==> src/rtl/lvwd_pkg.sv <==
`timescale 1ns/1ps
package lvwd_pkg;

  typedef enum logic [1:0] {
    SPACE_A16 = 2'd0,
    SPACE_A24 = 2'd1,
    SPACE_A32 = 2'd2
  } spaceT;

  // attribute bits of one programmable segment
  typedef struct packed {
    logic a24;
    logic d16;
    logic wpost;
    logic enable;
  } segAttrT;

  // fixed I/O window control bits
  typedef struct packed {
    logic io2Wp;
    logic io2En;
    logic io1D16;
    logic io1Wp;
    logic io1En;
  } ioCtrlT;

  // strobes from control to datapath
  typedef struct packed {
    logic capture;
    logic rangeWr;
    logic attrWr;
    logic ioWr;
  } strobeT;

  // one decoded result
  typedef struct packed {
    logic  hit;
    logic  miss;
    logic  multiHit;
    logic  d16;
    logic  wpost;
    spaceT space;
  } decResT;

endpackage

==> src/rtl/lvwd_ctrl.sv <==
`timescale 1ns/1ps
module lvwd_ctrl
  import lvwd_pkg::*;
#(
  parameter int NUM_SEG = 4,
  parameter int SEL_W   = 4
) (
  input  logic               wrEn,
  input  logic [SEL_W-1:0]   wrSel,
  input  logic               addrValid,
  output strobeT             strobes,
  output logic [NUM_SEG-1:0] segSel
);

  localparam int IO_SEL = 2 * NUM_SEG;

  logic inSegArea;
  logic [SEL_W-1:0] segIdx;

  assign inSegArea = (int'(wrSel) < IO_SEL);
  assign segIdx    = wrSel >> 1;

  always_comb begin
    segSel = '0;
    for (int i = 0; i < NUM_SEG; i++) begin
      segSel[i] = inSegArea && (int'(segIdx) == i);
    end
  end

  always_comb begin
    strobes         = '0;
    strobes.capture = addrValid;
    strobes.rangeWr = wrEn && inSegArea && !wrSel[0];
    strobes.attrWr  = wrEn && inSegArea && wrSel[0];
    strobes.ioWr    = wrEn && (int'(wrSel) == IO_SEL);
  end

endmodule

==> src/rtl/lvwd_seg_cmp.sv <==
`timescale 1ns/1ps
module lvwd_seg_cmp #(
  parameter int CMP_W = 16
) (
  input  logic [CMP_W-1:0] addrHi,
  input  logic [CMP_W-1:0] lowBound,
  input  logic [CMP_W-1:0] highBound,
  input  logic             enable,
  output logic             match
);

  logic aboveLow;
  logic belowHigh;

  assign aboveLow  = (addrHi >= lowBound);
  assign belowHigh = (addrHi <= highBound);
  assign match     = enable && aboveLow && belowHigh;

endmodule

==> src/rtl/lvwd_datapath.sv <==
`timescale 1ns/1ps
module lvwd_datapath
  import lvwd_pkg::*;
#(
  parameter int NUM_SEG = 4,
  parameter int ADDR_W  = 32
) (
  input  logic               clk,
  input  logic               rstN,
  input  strobeT             strobes,
  input  logic [NUM_SEG-1:0] segSel,
  input  logic [31:0]        wrData,
  input  logic [ADDR_W-1:0]  addr,
  output logic               resValid,
  output decResT             result
);

  localparam int CMP_W = 16;
  localparam int HI_LSB = ADDR_W - CMP_W;
  localparam int NUM_WIN = NUM_SEG + 2;

  logic [CMP_W-1:0] startReg [NUM_SEG];
  logic [CMP_W-1:0] endReg   [NUM_SEG];
  segAttrT          attrReg  [NUM_SEG];
  ioCtrlT           ioReg;

  logic [CMP_W-1:0]   addrHi;
  logic [NUM_SEG-1:0] segHit;
  logic io1Hit, io2A24, io2A32, io2Hit;
  logic [NUM_WIN-1:0] allHits;
  decResT nxtRes;

  assign addrHi = addr[ADDR_W-1:HI_LSB];

  // per-segment configuration and comparison
  for (genvar g = 0; g < NUM_SEG; g++) begin : gSeg
    always_ff @(posedge clk or negedge rstN) begin
      if (!rstN) begin
        startReg[g] <= '0;
        endReg[g]   <= '0;
        attrReg[g]  <= '0;
      end else begin
        if (strobes.rangeWr && segSel[g]) begin
          startReg[g] <= wrData[15:0];
          endReg[g]   <= wrData[31:16];
        end
        if (strobes.attrWr && segSel[g]) begin
          attrReg[g] <= segAttrT'(wrData[3:0]);
        end
      end
    end

    lvwd_seg_cmp #(.CMP_W(CMP_W)) uCmp (
      .addrHi   (addrHi),
      .lowBound (startReg[g]),
      .highBound(endReg[g]),
      .enable   (attrReg[g].enable),
      .match    (segHit[g])
    );
  end

  always_ff @(posedge clk or negedge rstN) begin
    if (!rstN) begin
      ioReg <= '0;
    end else if (strobes.ioWr) begin
      ioReg <= ioCtrlT'(wrData[4:0]);
    end
  end

  // fixed I/O windows
  assign io1Hit = ioReg.io1En && (addrHi == 16'hFFFF);
  assign io2A24 = (addr[ADDR_W-1:ADDR_W-8] == 8'hF0);
  assign io2A32 = ((addr[ADDR_W-1:ADDR_W-8] >= 8'hF1) && (addr[ADDR_W-1:ADDR_W-8] <= 8'hFE))
                || (addr[ADDR_W-1:ADDR_W-9] == 9'h1FE);
  assign io2Hit = ioReg.io2En && (io2A24 || io2A32);

  assign allHits = {io2Hit, io1Hit, segHit};

  // priority resolve: later assignments win, so walk from lowest to highest priority
  always_comb begin
    nxtRes = '0;
    nxtRes.space = SPACE_A16;
    if (io2Hit) begin
      nxtRes.space = io2A24 ? SPACE_A24 : SPACE_A32;
      nxtRes.d16   = 1'b1;
      nxtRes.wpost = ioReg.io2Wp;
    end
    if (io1Hit) begin
      nxtRes.space = SPACE_A16;
      nxtRes.d16   = ioReg.io1D16;
      nxtRes.wpost = ioReg.io1Wp;
    end
    for (int i = NUM_SEG - 1; i >= 0; i--) begin
      if (segHit[i]) begin
        nxtRes.space = attrReg[i].a24 ? SPACE_A24 : SPACE_A32;
        nxtRes.d16   = attrReg[i].d16;
        nxtRes.wpost = attrReg[i].wpost;
      end
    end
    nxtRes.hit      = |allHits;
    nxtRes.miss     = ~|allHits;
    nxtRes.multiHit = ($countones(allHits) > 1);
  end

  always_ff @(posedge clk or negedge rstN) begin
    if (!rstN) begin
      resValid <= 1'b0;
      result   <= '0;
    end else begin
      resValid <= strobes.capture;
      if (strobes.capture) begin
        result <= nxtRes;
      end
    end
  end

endmodule

==> src/rtl/lb_vme_window_dec.sv <==
`timescale 1ns/1ps
module lb_vme_window_dec
  import lvwd_pkg::*;
#(
  parameter  int NUM_SEG = 4,
  localparam int SEL_W   = $clog2(2 * NUM_SEG + 1)
) (
  input  logic             clk,
  input  logic             rstN,
  input  logic             wrEn,
  input  logic [SEL_W-1:0] wrSel,
  input  logic [31:0]      wrData,
  input  logic             addrValid,
  input  logic [31:0]      addr,
  output logic             resValid,
  output logic             hit,
  output logic             miss,
  output logic             multiHit,
  output logic [1:0]       space,
  output logic             d16,
  output logic             wpost
);

  strobeT             strobes;
  logic [NUM_SEG-1:0] segSel;
  decResT             result;

  lvwd_ctrl #(.NUM_SEG(NUM_SEG), .SEL_W(SEL_W)) uCtrl (
    .wrEn     (wrEn),
    .wrSel    (wrSel),
    .addrValid(addrValid),
    .strobes  (strobes),
    .segSel   (segSel)
  );

  lvwd_datapath #(.NUM_SEG(NUM_SEG), .ADDR_W(32)) uDp (
    .clk     (clk),
    .rstN    (rstN),
    .strobes (strobes),
    .segSel  (segSel),
    .wrData  (wrData),
    .addr    (addr),
    .resValid(resValid),
    .result  (result)
  );

  assign hit      = result.hit;
  assign miss     = result.miss;
  assign multiHit = result.multiHit;
  assign space    = result.space;
  assign d16      = result.d16;
  assign wpost    = result.wpost;

endmodule

==> config.mk <==
export PLATFORM = sky130hd
export DESIGN_NAME = lb_vme_window_dec
export DESIGN_NICKNAME = d
export VERILOG_FILES = /design/src/rtl/lvwd_pkg.sv /design/src/rtl/lvwd_ctrl.sv /design/src/rtl/lvwd_seg_cmp.sv /design/src/rtl/lvwd_datapath.sv /design/src/rtl/lb_vme_window_dec.sv
export SDC_FILE = /design/constraint.sdc
export NUM_CORES = 1
export LEC_CHECK = 0
export ABC_AREA = 1
export CAP_MARGIN = 10
export CORE_MARGIN = 1
export CORE_UTILIZATION = 55
export CTS_CLUSTER_DIAMETER = 60
export DETAILED_ROUTE_END_ITERATION = 8
export DONT_BUFFER_PORTS = 1
export PLACE_DENSITY_LB_ADDON = 0.08
export SLEW_MARGIN = 15
export SYNTH_ARGS = -nofsm -noshare
export SYNTH_HDL_FRONTEND = slang
export SYNTH_SLANG_ARGS = --single-unit
==> constraint.sdc <==
create_clock -name clk -period 3.4 [get_ports clk]
set_input_delay 0.34 -clock clk [delete_from_list [all_inputs] [get_ports clk]]
set_output_delay 0.34 -clock clk [all_outputs]
set_load 0.01 [all_outputs]
**Word level (Yosys, flattened, before mapping)**

Cells that the tools add are included.

- Equality and inequality tests: 7
- Magnitude comparators: 12
- Add/subtract/negate cells: 5
- Mux-type cells: 11
- Reductions and logical operators: 33

Operator list:

| operator | count |
|---|---|
| $add A32 B32 Y32 | 2 |
| $ge A16 B16 Y1 | 4 |
| $le A16 B16 Y1 | 4 |
| $gt A32 B2 Y1 const B | 1 |
| $logic_and A1 B1 Y1 | 27 |
| $mux W4 | 6 |
| $eq A16 B16 Y1 const B | 1 |
| $mux W2 | 5 |
| $eq A9 B9 Y1 const B | 1 |
| $eq A8 B8 Y1 const B | 1 |
| $ge A8 B8 Y1 const B | 1 |
| $le A8 B8 Y1 const B | 1 |
| $add A1 B1 Y2 | 3 |
| $eq A3 B3 Y1 const B | 2 |
| $reduce_or A6 Y1 | 1 |
| $eq A4 B4 Y1 const B | 1 |
| $logic_not A4 Y1 | 1 |
| $lt A4 B4 Y1 const B | 1 |
| $eq A3 B2 Y1 const B | 1 |
| $logic_not A1 Y1 | 2 |
| $logic_or A1 B1 Y1 | 2 |

- Output and inout bits: 8
- Input bits: 72
- Word-level logic and storage cells: 104
- Register bits: 157

**Longest topological paths before layout**

Gate-level depths: netlist of run 1.

- Word-level depth: 11
- Gate-level depth with buffers: 21
- Gate-level depth less buffers: 21

**By module**

A second synthesis of run 1 with hierarchy kept.

- Cells, all modules: 1183
- Area, all modules: 9480.3 um2

Modules (own cells, without submodules):

| module | sequential area each (um2) | instances | cells each | area an instance (um2) |
|---|---|---|---|---|
| lvwd_datapath | 3928.8 | 1 | 601 | 5930.7 |
| lvwd_seg_cmp | 0.0 | 4 | 142 | 870.8 |
| lvwd_ctrl | 0.0 | 1 | 14 | 66.3 |

**Worst setup path after synthesis of run 1**

No wires, ideal clock.

- Kind: in2reg
- From: in addr[16]
- To: reg, netlist name uDp.result[4]
- Data required time: 3.318 ns
- Arrival time: 2.517 ns
- Library setup time: 0.082 ns
- Buffers on the path: 0
- Cell stages on the path: 19
- Setup slack: 0.801 ns
- Cells stage by stage: inv_1 ha_1 inv_1 a21oi_1 o21ai_0 nand2_1 o211ai_1 nand2_1 o211ai_1 nand2_1 nand3_4 ha_1 inv_1 fa_1 inv_1 ha_1 inv_1 ha_1 a31oi_1

- Longest elaborated chain between the ends: 7

Ends and longest elaborated chain:

| item | RTL line | source |
|---|---|---|
| start, declared | lb_vme_window_dec.sv:14 | `input logic [31:0] addr,` |
| $ge A16 B16 Y1 | lvwd_seg_cmp.sv:15 | `assign aboveLow = (addrHi >= lowBound);` |
| $logic_and A1 B1 Y1 (2 in series) | lvwd_seg_cmp.sv:17 | `assign match = enable && aboveLow && belowHigh;` |
| $add A1 B1 Y2 (implied by the code) | lvwd_datapath.sv:102 | `nxtRes.multiHit = ($countones(allHits) > 1);` |
| $add A32 B32 Y32 (implied by the code) | lvwd_datapath.sv:102 |  |
| $add A32 B32 Y32 (implied by the code) (*) | lvwd_datapath.sv:102 |  |
| $gt A32 B2 Y1 (*) | lvwd_datapath.sv:102 |  |

Every way passes the cells marked *; elsewhere a longest branch is shown, timed or not.
A chain may end at the register's enable or synchronous reset.

**Worst setup path after layout of run 1**

- From: reg uDp.endReg[61] (netlist bit)
- To: reg, netlist name uDp.result[4]

- Longest elaborated chain between the ends: 6

Ends and longest elaborated chain:

| item | RTL line | source |
|---|---|---|
| start, declared | lvwd_datapath.sv:23 | `logic [CMP_W-1:0] endReg [NUM_SEG];` |
| start signal, assigned by index | lvwd_datapath.sv:45 | `endReg[g] <= wrData[31:16];` |
| $le A16 B16 Y1 | lvwd_seg_cmp.sv:16 | `assign belowHigh = (addrHi <= highBound);` |
| $logic_and A1 B1 Y1 | lvwd_seg_cmp.sv:17 |  |
| $add A1 B1 Y2 (implied by the code) | lvwd_datapath.sv:102 |  |
| $add A32 B32 Y32 (implied by the code) (2 in series) | lvwd_datapath.sv:102 |  |
| $gt A32 B2 Y1 | lvwd_datapath.sv:102 |  |

Every way passes these cells.

==> results of run 1 <==
==> synthesized netlist by cell type (6+ instances only) <==
master and n:
a21oi_1 62, nand3_1 23, dfrtp_1 157, inv_1 199, ha_1 136, o21ai_1 6
nor2_1 30, o21ai_0 164, clkbuf_1 25, nand4_1 9, nand2_1 285
==> power by group through the flow <==
stage	sequential [mW]	combinational [mW]	clock, mW
3_3_place_gp	2.49	1.34	0
4_1_cts	2.47	1.40	1.87
3_5_place_dp	2.49	1.39	0
2_1_floorplan	2.44	1.09	0
5_1_grt	2.52	1.67	1.95
6_report	2.47	1.38	1.85
==> kinds of logic (layout without fill, tap and decap cells) <==
| group | Yosys count | in the layout | share of synthesized area (%) |
|---|---|---|---|
| adder cells (fa/ha/maj) | 138 | 138 | 18.4 |
| buffers and inverters | 230 | 241 | 9.13 |
| flip-flops | 157 | 157 | 41.5 |
| AND/OR/NAND/NOR | 380 | 380 | 17.5 |
| AO/OA/AOI/OAI | 247 | 247 | 13.5 |
==> per-layer routing <==
layer	routed length, um	vias up	part of all wire [%]
met2	9310	107	45
met1	10600	3297	51
li1	-	3708	-
met5	0	-	0
met4	200	0	0.96
met3	734	14	3.5
==> stage by stage <==
step	utilization (%)	total power, mW	cell area [um^2]	cells
after floorplan	-	3.53	9470	1152
after global placement	58.0	3.83	9680	1350
after detailed placement	58.0	3.88	9680	1350
after CTS	61.4	5.74	10300	1383
after global routing	61.5	6.13	10300	1383
final	61.5	5.70	10300	1383
==> worst max-delay path by stage <==
stage                                          start                         to  slack, ns  cells past startpoint
final                     uDp.endReg[61]$_DFFE_PN0P_  uDp.result[4]$_DFFE_PN0P_       0.31                     15
after detailed placement                    addr[16]  uDp.result[4]$_DFFE_PN0P_       0.31                     19
after global placement    uDp.endReg[63]$_DFFE_PN0P_  uDp.result[4]$_DFFE_PN0P_       0.38                     15
after global routing      uDp.endReg[62]$_DFFE_PN0P_  uDp.result[4]$_DFFE_PN0P_       0.08                     15
after CTS                 uDp.endReg[57]$_DFFE_PN0P_  uDp.result[4]$_DFFE_PN0P_       0.33                     16
after floorplan                             addr[16]  uDp.result[4]$_DFFE_PN0P_       0.80                     19
==> state kept, by name (all words and copies together) (netlist names) <==
name / count
uDp.ioReg: 5
uDp.result: 7
uDp.startReg: 64
uDp.resValid: 1
uDp.attrReg: 16
uDp.endReg: 64
==> cell type report <==
cell class | instances | area [um^2]
clock buffer | 20 | 457
multi-input combinational | 765 | 4690
sequential | 157 | 3930
clock inverter | 12 | 113
tap | 220 | 275
fill | 1528 | 6430
timing repair buffer | 4 | 32.5
inverter | 205 | 771
==> critical path, stage by stage, from the launching register on <==
cell and delay, ns:
dfrtp_1 0.34, inv_1 0.05, ha_1 0.30, nand4_1 0.16, nor3_1 0.36, nand2_1 0.09, o211ai_1 0.10, nand2_1 0.20
nand3_4 0.15, inv_1 0.06, ha_1 0.18, fa_1 0.50, ha_1 0.16, inv_1 0.04, ha_1 0.17, a31oi_1 0.14
==> out/results.txt, run 1 <==
first-pass GRT wire length: 35.2 mm
Final ANT Viol Nets: 0
largest net degree at the start of global routing: 158
Worst EP arrival: 3.44 ns
sequential area share after synthesis: 41.5%
Worst Skew: 0.00844 ns
RR Endpoint: uDp.result[4]$_DFFE_PN0P_
Vias: 7,126
CTS root buffer: clkbuf_16
Sw Ratio: 32.1%
number of max-cap violations: 0
GR peak layer: met2
First-pass DRT Iterations: 4
Cell Pwr Density: 555 nW/um^2
combinational power share: 24.3%
flop-to-flop setup slack: 0.31 ns
Critical Path RT: 3.75 ns
grt met3 use: 4.91%
Sw Pwr: 1.83 mW
commonest non-fill, non-tap cells in the layout: nand2_1, inv_1, o21ai_0
HPWL after DPL: 14.8 mm
Final nets: 1,360
die area: 17,700 um^2
CP endpoint kind: flop
clock power share: 32.4%
CTS Hold Bufs: 1
pre-CTS setup slack: 0.312 ns
fmax: 324 MHz
Die Ht: 133 um
DRC: 0
Worst-Skew Late Latency: 0.42 ns
yosys warns: 0
Worst Path Class, Setup: flop to flop
clk buf depth: 2
Post-synth top flop: dfrtp_1
syn avg cell area: 8.22 um^2
Mapped Cells: 1,152
min Tclk post-route: 3.09 ns
Final Max Slew Viols: 0
#FFs+latches synth: 157
GR Overflow Total: 0
row count: 47
commonest non-fill, non-tap cell in the layout: nand2_1
DR WL/cell: 15.1 um
worst reg2reg path depth: 15
Final setup viols: 0
Clk pin slew, worst setup/hold paths: 0.06 ns
Hold Slack: -0.391 ns
PortBufs: 0
Pint: 3.87 mW
area share of the largest cell type after synthesis: 41.5%
Area Growth Syn to Fin: 8.48%
Post-synth ARST share: 100%
Critical R2R Launch: uDp.endReg[61]$_DFFE_PN0P_
WL final: 20.9 mm
DR iter-0 viols: 450
Reg power frac: 43.3%
syn_nets: 1,362
Cell variety after synth: 34
Setup WS post-layout: 0.310 ns
Top Ports: 80
status: complete, but fails checks
crit start category: flop
total setup buffers inserted after CTS: 0
actual slew at the worst max-slew pin: 0.859 ns
initial antenna violation count: 0
fin crit share: 90.9%
layout cells sized above 1: 5.67%
H-tree levels: 4
violated checks: hold timing
grt met1 use: 36.2%
leading post-synthesis cells by cell area: dfrtp_1, ha_1, nand2_1, o21ai_0, inv_1
routability cong.: 0.810
relative slew slack: 42.6%
RSZ-0062 raised after global routing: no
Antenna Cells: 0
post-synth top area cell: dfrtp_1
TNS Setup: 0 ns
Num CTS Buffers: 17
Hold Vio Cnt, Final: 157
Core Area: 16,700 um^2
met2 Use GR: 41.1%
number of global-route vias before repair: 6,869
mapped cell area: 9470 um^2
post_cts resized: 0
TritonCTS clock tree: built
worst hold path class: input port to asynchronous set/reset pin
DIE WIDTH: 133 um
Pleak: 5.34 nW
Post-synth EDFFs: 0
CP Max Fanout: 8
clock sink total: 157
initial core utilization: 56.7%
VDD IR max: 369 uV
Vias/cell: 5.15
Tot GR Track Use: 25.8%
No activity file was read; power rests on OpenSTA's default activity.
==> run 2: changes to the inputs <==
- SETUP_SLACK_MARGIN: not set -> 0.3
==> run 2 against run 1 <==
Against the previous run: the run still ends with hold timing left; die area is the same; combinational power grew 3%; clock skew is essentially flat; critical path type unchanged.
==> out/results.txt, run 2 (synthesis gave the netlist of run 1 again) <==
RSZ-0062 raised after global routing: no
H-tree levels: 4
multi-input logic area: 4760 um^2
Final ANT Viol Nets: 0
routability cong.: 0.810
number of global-route vias before repair: 6,869
WL final: 20.9 mm
clk buf depth: 2
initial antenna violation count: 0
Cell Pwr Density: 554 nW/um^2
commonest non-fill, non-tap cell in the layout: nand2_1
Num CTS Buffers: 17
Area Growth Syn to Fin: 9.37%
Final setup viols: 0
DR WL/cell: 15.1 um
Hold Vio Cnt, Final: 157
CP endpoint kind: flop
CP max stage cell: fa_1
VDD IR max: 368 uV
GR Overflow Total: 0
post-route cell area: 10,400 um^2
fin crit share: 85.4%
Antenna Cells: 0
Die Ht: 133 um
CP Max Fanout: 5
initial core utilization: 56.7%
relative slew slack: 42.2%
first-pass GRT wire length: 35.2 mm
Worst path max stage delay: 0.38 ns
CTS Hold Bufs: 1
commonest non-fill, non-tap cells in the layout: nand2_1, inv_1, o21ai_0
layout cells sized above 1: 7.03%
TritonCTS clock tree: built
Final Max Slew Viols: 0
actual slew at the worst max-slew pin: 0.864 ns
PortBufs: 0
Worst EP arrival: 3.25 ns
Pleak: 5.36 nW
min Tclk post-route: 2.90 ns
Hold Slack: -0.393 ns
cell count after placement: 1,350
Clk pin slew, worst setup/hold paths: 0.06 ns
row count: 47
violated checks: hold timing
status: complete, but fails checks
Critical Path, Cell by Cell: inv_1, ha_1, nand4_1, nor3_2, nand3_1, nand2_2, nand3_4, ha_1, inv_1, fa_1, inv_1, ha_1, inv_1, ha_1, a31oi_1
DR iter-0 viols: 441
fmax: 344 MHz
CTS root buffer: clkbuf_16
register area: 3930 um^2
HPWL after DPL: 14.8 mm
First-pass DRT Iterations: 5
largest net degree at the start of global routing: 158
Worst-Skew Late Latency: 0.42 ns
Worst Path Class, Setup: flop to flop
Top Ports: 80
Final nets: 1,363
crit start category: flop
Core Area: 16,700 um^2
Post-Layout Cell Count: 1,386
die area: 17,700 um^2
TNS Setup: 0 ns
number of max-cap violations: 0
Critical Path RT: 3.75 ns
clock sink total: 157
Vias: 7,146
DRC: 0
Tot GR Track Use: 25.8%
largest registers: uDp.endReg x64, uDp.startReg x64, uDp.attrReg x16
total cell area at the placement stage: 9680 um^2
worst hold path class: input port to asynchronous set/reset pin
Layout fillers: 1,515
Vias/cell: 5.16
DIE WIDTH: 133 um
worst reg2reg path depth: 15
Worst Skew: 0.00869 ns
-- run 2: what timing repair did --
action	CTS	global route
endpoints found under the hold margin	158	157
gates resized for setup	0	20
setup buffers	0	3
setup endpoints to repair	0	1
-- run 2: layout make-up --
class	count	share of cell area, %
clock buffer	20	4.41
clock inverter	12	1.09
inverter	205	7.44
multi-input combinational	765	45.9
sequential	157	37.9
tap	220	2.66
timing repair buffer	7	0.532
-- run 2: stage by stage --
stage	util, %	hold WS [ns]	setup slack [ns]	total power [mW]
5_1_grt	62.0	-0.408	0.298	6.17
3_3_place_gp	58.0	0.0493	0.378	3.83
6_report	62.0	-0.393	0.495	5.74
3_5_place_dp	58.0	0.0490	0.312	3.88
4_1_cts	61.4	-0.404	0.329	5.74
2_1_floorplan	-	0.0444	0.801	3.53
-- run 2: layer usage --
| layer | vias to the layer above | GRT usage, % | part of all wire (%) |
|---|---|---|---|
| li1 | 3716 | - | - |
| met1 | 3306 | 36.2 | 50 |
| met2 | 110 | 41.1 | 45 |
| met3 | 14 | 4.91 | 3.7 |
| met4 | 0 | 6.63 | 0.96 |
| met5 | - | 0 | 0 |
-- run 2: worst paths after layout --
| check | start | to | slack [ns] |
|---|---|---|---|
| max | uDp.endReg[11]$_DFFE_PN0P_ | uDp.result[4]$_DFFE_PN0P_ | 0.50 |
| min | rstN | uDp.endReg[38]$_DFFE_PN0P_ | -0.39 |
| max reg2reg | uDp.endReg[11]$_DFFE_PN0P_ | uDp.result[4]$_DFFE_PN0P_ | 0.50 |
| min reg2reg | uDp.endReg[58]$_DFFE_PN0P_ | uDp.endReg[58]$_DFFE_PN0P_ | 0.48 |
| max in group asynchronous | rstN | uDp.startReg[23]$_DFFE_PN0P_ | 3.59 |
| min in group clk | addrValid | uDp.result[4]$_DFFE_PN0P_ | 0.01 |
-- run 2: critical path: cells and delay by family, from the launching register on --
| family | cells | cell delay [ns] |
|---|---|---|
| AO/OA/AOI/OAI | 1 | 0.15 |
| buffers and inverters | 4 | 0.22 |
| flip-flops | 1 | 0.35 |
| AND/OR/NAND/NOR | 5 | 0.81 |
| adder cells (fa/ha/maj) | 5 | 1.30 |
-- run 2: report_power, final --
part,switching [mW],internal [mW]
Sequential,0.220,2.25
Combinational,0.833,0.589
Clock,0.794,1.05
==> run 3: changes to the inputs <==
- CORE_UTILIZATION: 55 -> 50
==> run 3 against run 2 <==
Against the previous run: the run still ends with hold timing left; final cell count up 0.36%; global-route usage down 1.9 points; clock skew up 0.00073 ns; worst setup slack worse by 0.0075 ns; first-iteration DRC count down 13%; non-clock buffer count down 4; maximum frequency down 0.26%; clock power about the same; largest cell class unchanged.
==> out/results.txt, run 3 (synthesis gave the netlist of run 1 again) <==
Layout fillers: 1,770
first-pass GRT wire length: 35.7 mm
die area: 19,500 um^2
Hold Vio Cnt, Final: 157
combinational power share: 24.5%
Area Growth Syn to Fin: 8.87%
First-pass DRT Iterations: 5
CP max stage cell: fa_1
DIE WIDTH: 140 um
HPWL after DPL: 15.1 mm
actual slew at the worst max-slew pin: 0.673 ns
Sw Pwr: 1.84 mW
total setup buffers inserted after CTS: 0
number of max-cap violations: 0
Worst Path Class, Setup: flop to flop
largest registers: uDp.endReg x64, uDp.startReg x64, uDp.attrReg x16
Bufs and invs on worst path: 4
RSZ-0062 raised after global routing: no
clock power share: 32.1%
status: complete, but fails checks
Final Max Slew Viols: 0
Worst path max stage delay: 0.38 ns
worst hold path class: input port to asynchronous set/reset pin
Tot GR Track Use: 23.9%
WL final: 21.5 mm
initial core utilization: 51.8%
Critical Path, Cell by Cell: inv_1, ha_1, nand4_1, nor3_2, nand3_1, nand2_2, nand3_4, ha_1, inv_1, fa_1, inv_1, ha_1, inv_1, ha_1, a31oi_1
violated checks: hold timing
Sw Ratio: 32.3%
CTS Hold Bufs: 1
layout cells sized above 1: 6.20%
GR Overflow Total: 0
cell count after placement: 1,358
H-tree levels: 4
Critical Path RT: 3.75 ns
CP endpoint kind: flop
cell family with most CP delay: adder cells
crit start category: flop
VDD IR max: 352 uV
fin crit share: 85.7%
clk buf depth: 2
Final ANT Viol Nets: 0
largest net degree at the start of global routing: 158
TritonCTS clock tree: built
Post-Layout Cell Count: 1,391
relative slew slack: 55.1%
Pint: 3.86 mW
Worst-Skew Late Latency: 0.43 ns
total power: 5.69 mW
total cell area at the placement stage: 9690 um^2
CTS root buffer: clkbuf_16
fmax: 343 MHz
number of global-route vias before repair: 6,878
Top Ports: 80
Final setup viols: 0
row count: 49
commonest non-fill, non-tap cells in the layout: nand2_1, inv_1, o21ai_0
Core Area: 18,300 um^2
TNS Setup: 0 ns
Worst Skew: 0.00942 ns
routability cong.: 0.812
Cell Pwr Density: 552 nW/um^2
multi-input logic area: 4740 um^2
min Tclk post-route: 2.91 ns
Hold Slack: -0.387 ns
DR iter-0 viols: 383
Reg power frac: 43.3%
Die Ht: 140 um
post-route cell area: 10,300 um^2
clock sink total: 157
Vias/cell: 5.16
Pleak: 5.35 nW
Final nets: 1,359
DR WL/cell: 15.4 um
Vias: 7,184
DRC: 0
commonest non-fill, non-tap cell in the layout: nand2_1
CP Max Fanout: 8
Worst EP arrival: 3.26 ns
Num CTS Buffers: 17
PortBufs: 0
initial antenna violation count: 0
Clk pin slew, worst setup/hold paths: 0.06 ns
Antenna Cells: 0
register area: 3930 um^2
-- run 3: worst paths after layout --
path                       depth (start not counted)                      endpoint  slack [ns]                        from
setup / recovery                                  15     uDp.result[4]$_DFFE_PN0P_        0.49  uDp.endReg[62]$_DFFE_PN0P_
hold / removal                                     0     uDp.endReg[2]$_DFFE_PN0P_       -0.39                        rstN
setup reg to reg                                  15     uDp.result[4]$_DFFE_PN0P_        0.49  uDp.endReg[62]$_DFFE_PN0P_
hold reg to reg                                    2    uDp.endReg[40]$_DFFE_PN0P_        0.48  uDp.endReg[40]$_DFFE_PN0P_
max in group asynchronous                          0  uDp.startReg[34]$_DFFE_PN0P_        3.60                        rstN
min in group clk                                   1     uDp.result[5]$_DFFE_PN0P_        0.04                   addrValid
-- run 3: area by class of cell --
cell class / instances / share of cell area [%]
clock buffers: 20 / 4.33
clock inverters: 12 / 1.10
inverters: 205 / 7.48
multi-input cells: 765 / 45.9
flip-flops and latches: 157 / 38.1
well taps: 229 / 2.78
repair buffers: 3 / 0.243
-- run 3: power by group through the flow --
| stage | Clock (mW) | Sequential (mW) | Combinational, mW |
|---|---|---|---|
| after floorplan | 0 | 2.44 | 1.09 |
| after global placement | 0 | 2.49 | 1.34 |
| after detailed placement | 0 | 2.50 | 1.38 |
| after CTS | 1.86 | 2.47 | 1.40 |
| after global routing | 1.93 | 2.52 | 1.69 |
| final | 1.83 | 2.47 | 1.40 |
-- run 3: what timing repair did --
| action | in CTS | in global routing |
|---|---|---|
| resized for setup | 0 | 10 |
| hold endpoints to repair | 159 | 157 |
| setup endpoints to repair | 0 | 1 |
-- run 3: per-stage QoR --
stage	hold WS (ns)	util [%]	worst slack, ns
after floorplan	0.0444	-	0.801
after global placement	0.0518	53.0	0.358
after detailed placement	0.0499	53.0	0.326
after CTS	-0.411	56.1	0.349
after global routing	-0.416	56.4	0.303
final	-0.387	56.4	0.488
-- run 3: per-layer routing --
metal  global-route usage [%]  share of wire [%]
met5                        0                  0
met4                     5.73                1.2
met3                     5.51                4.2
met2                     38.1                 45
met1                     33.0                 50
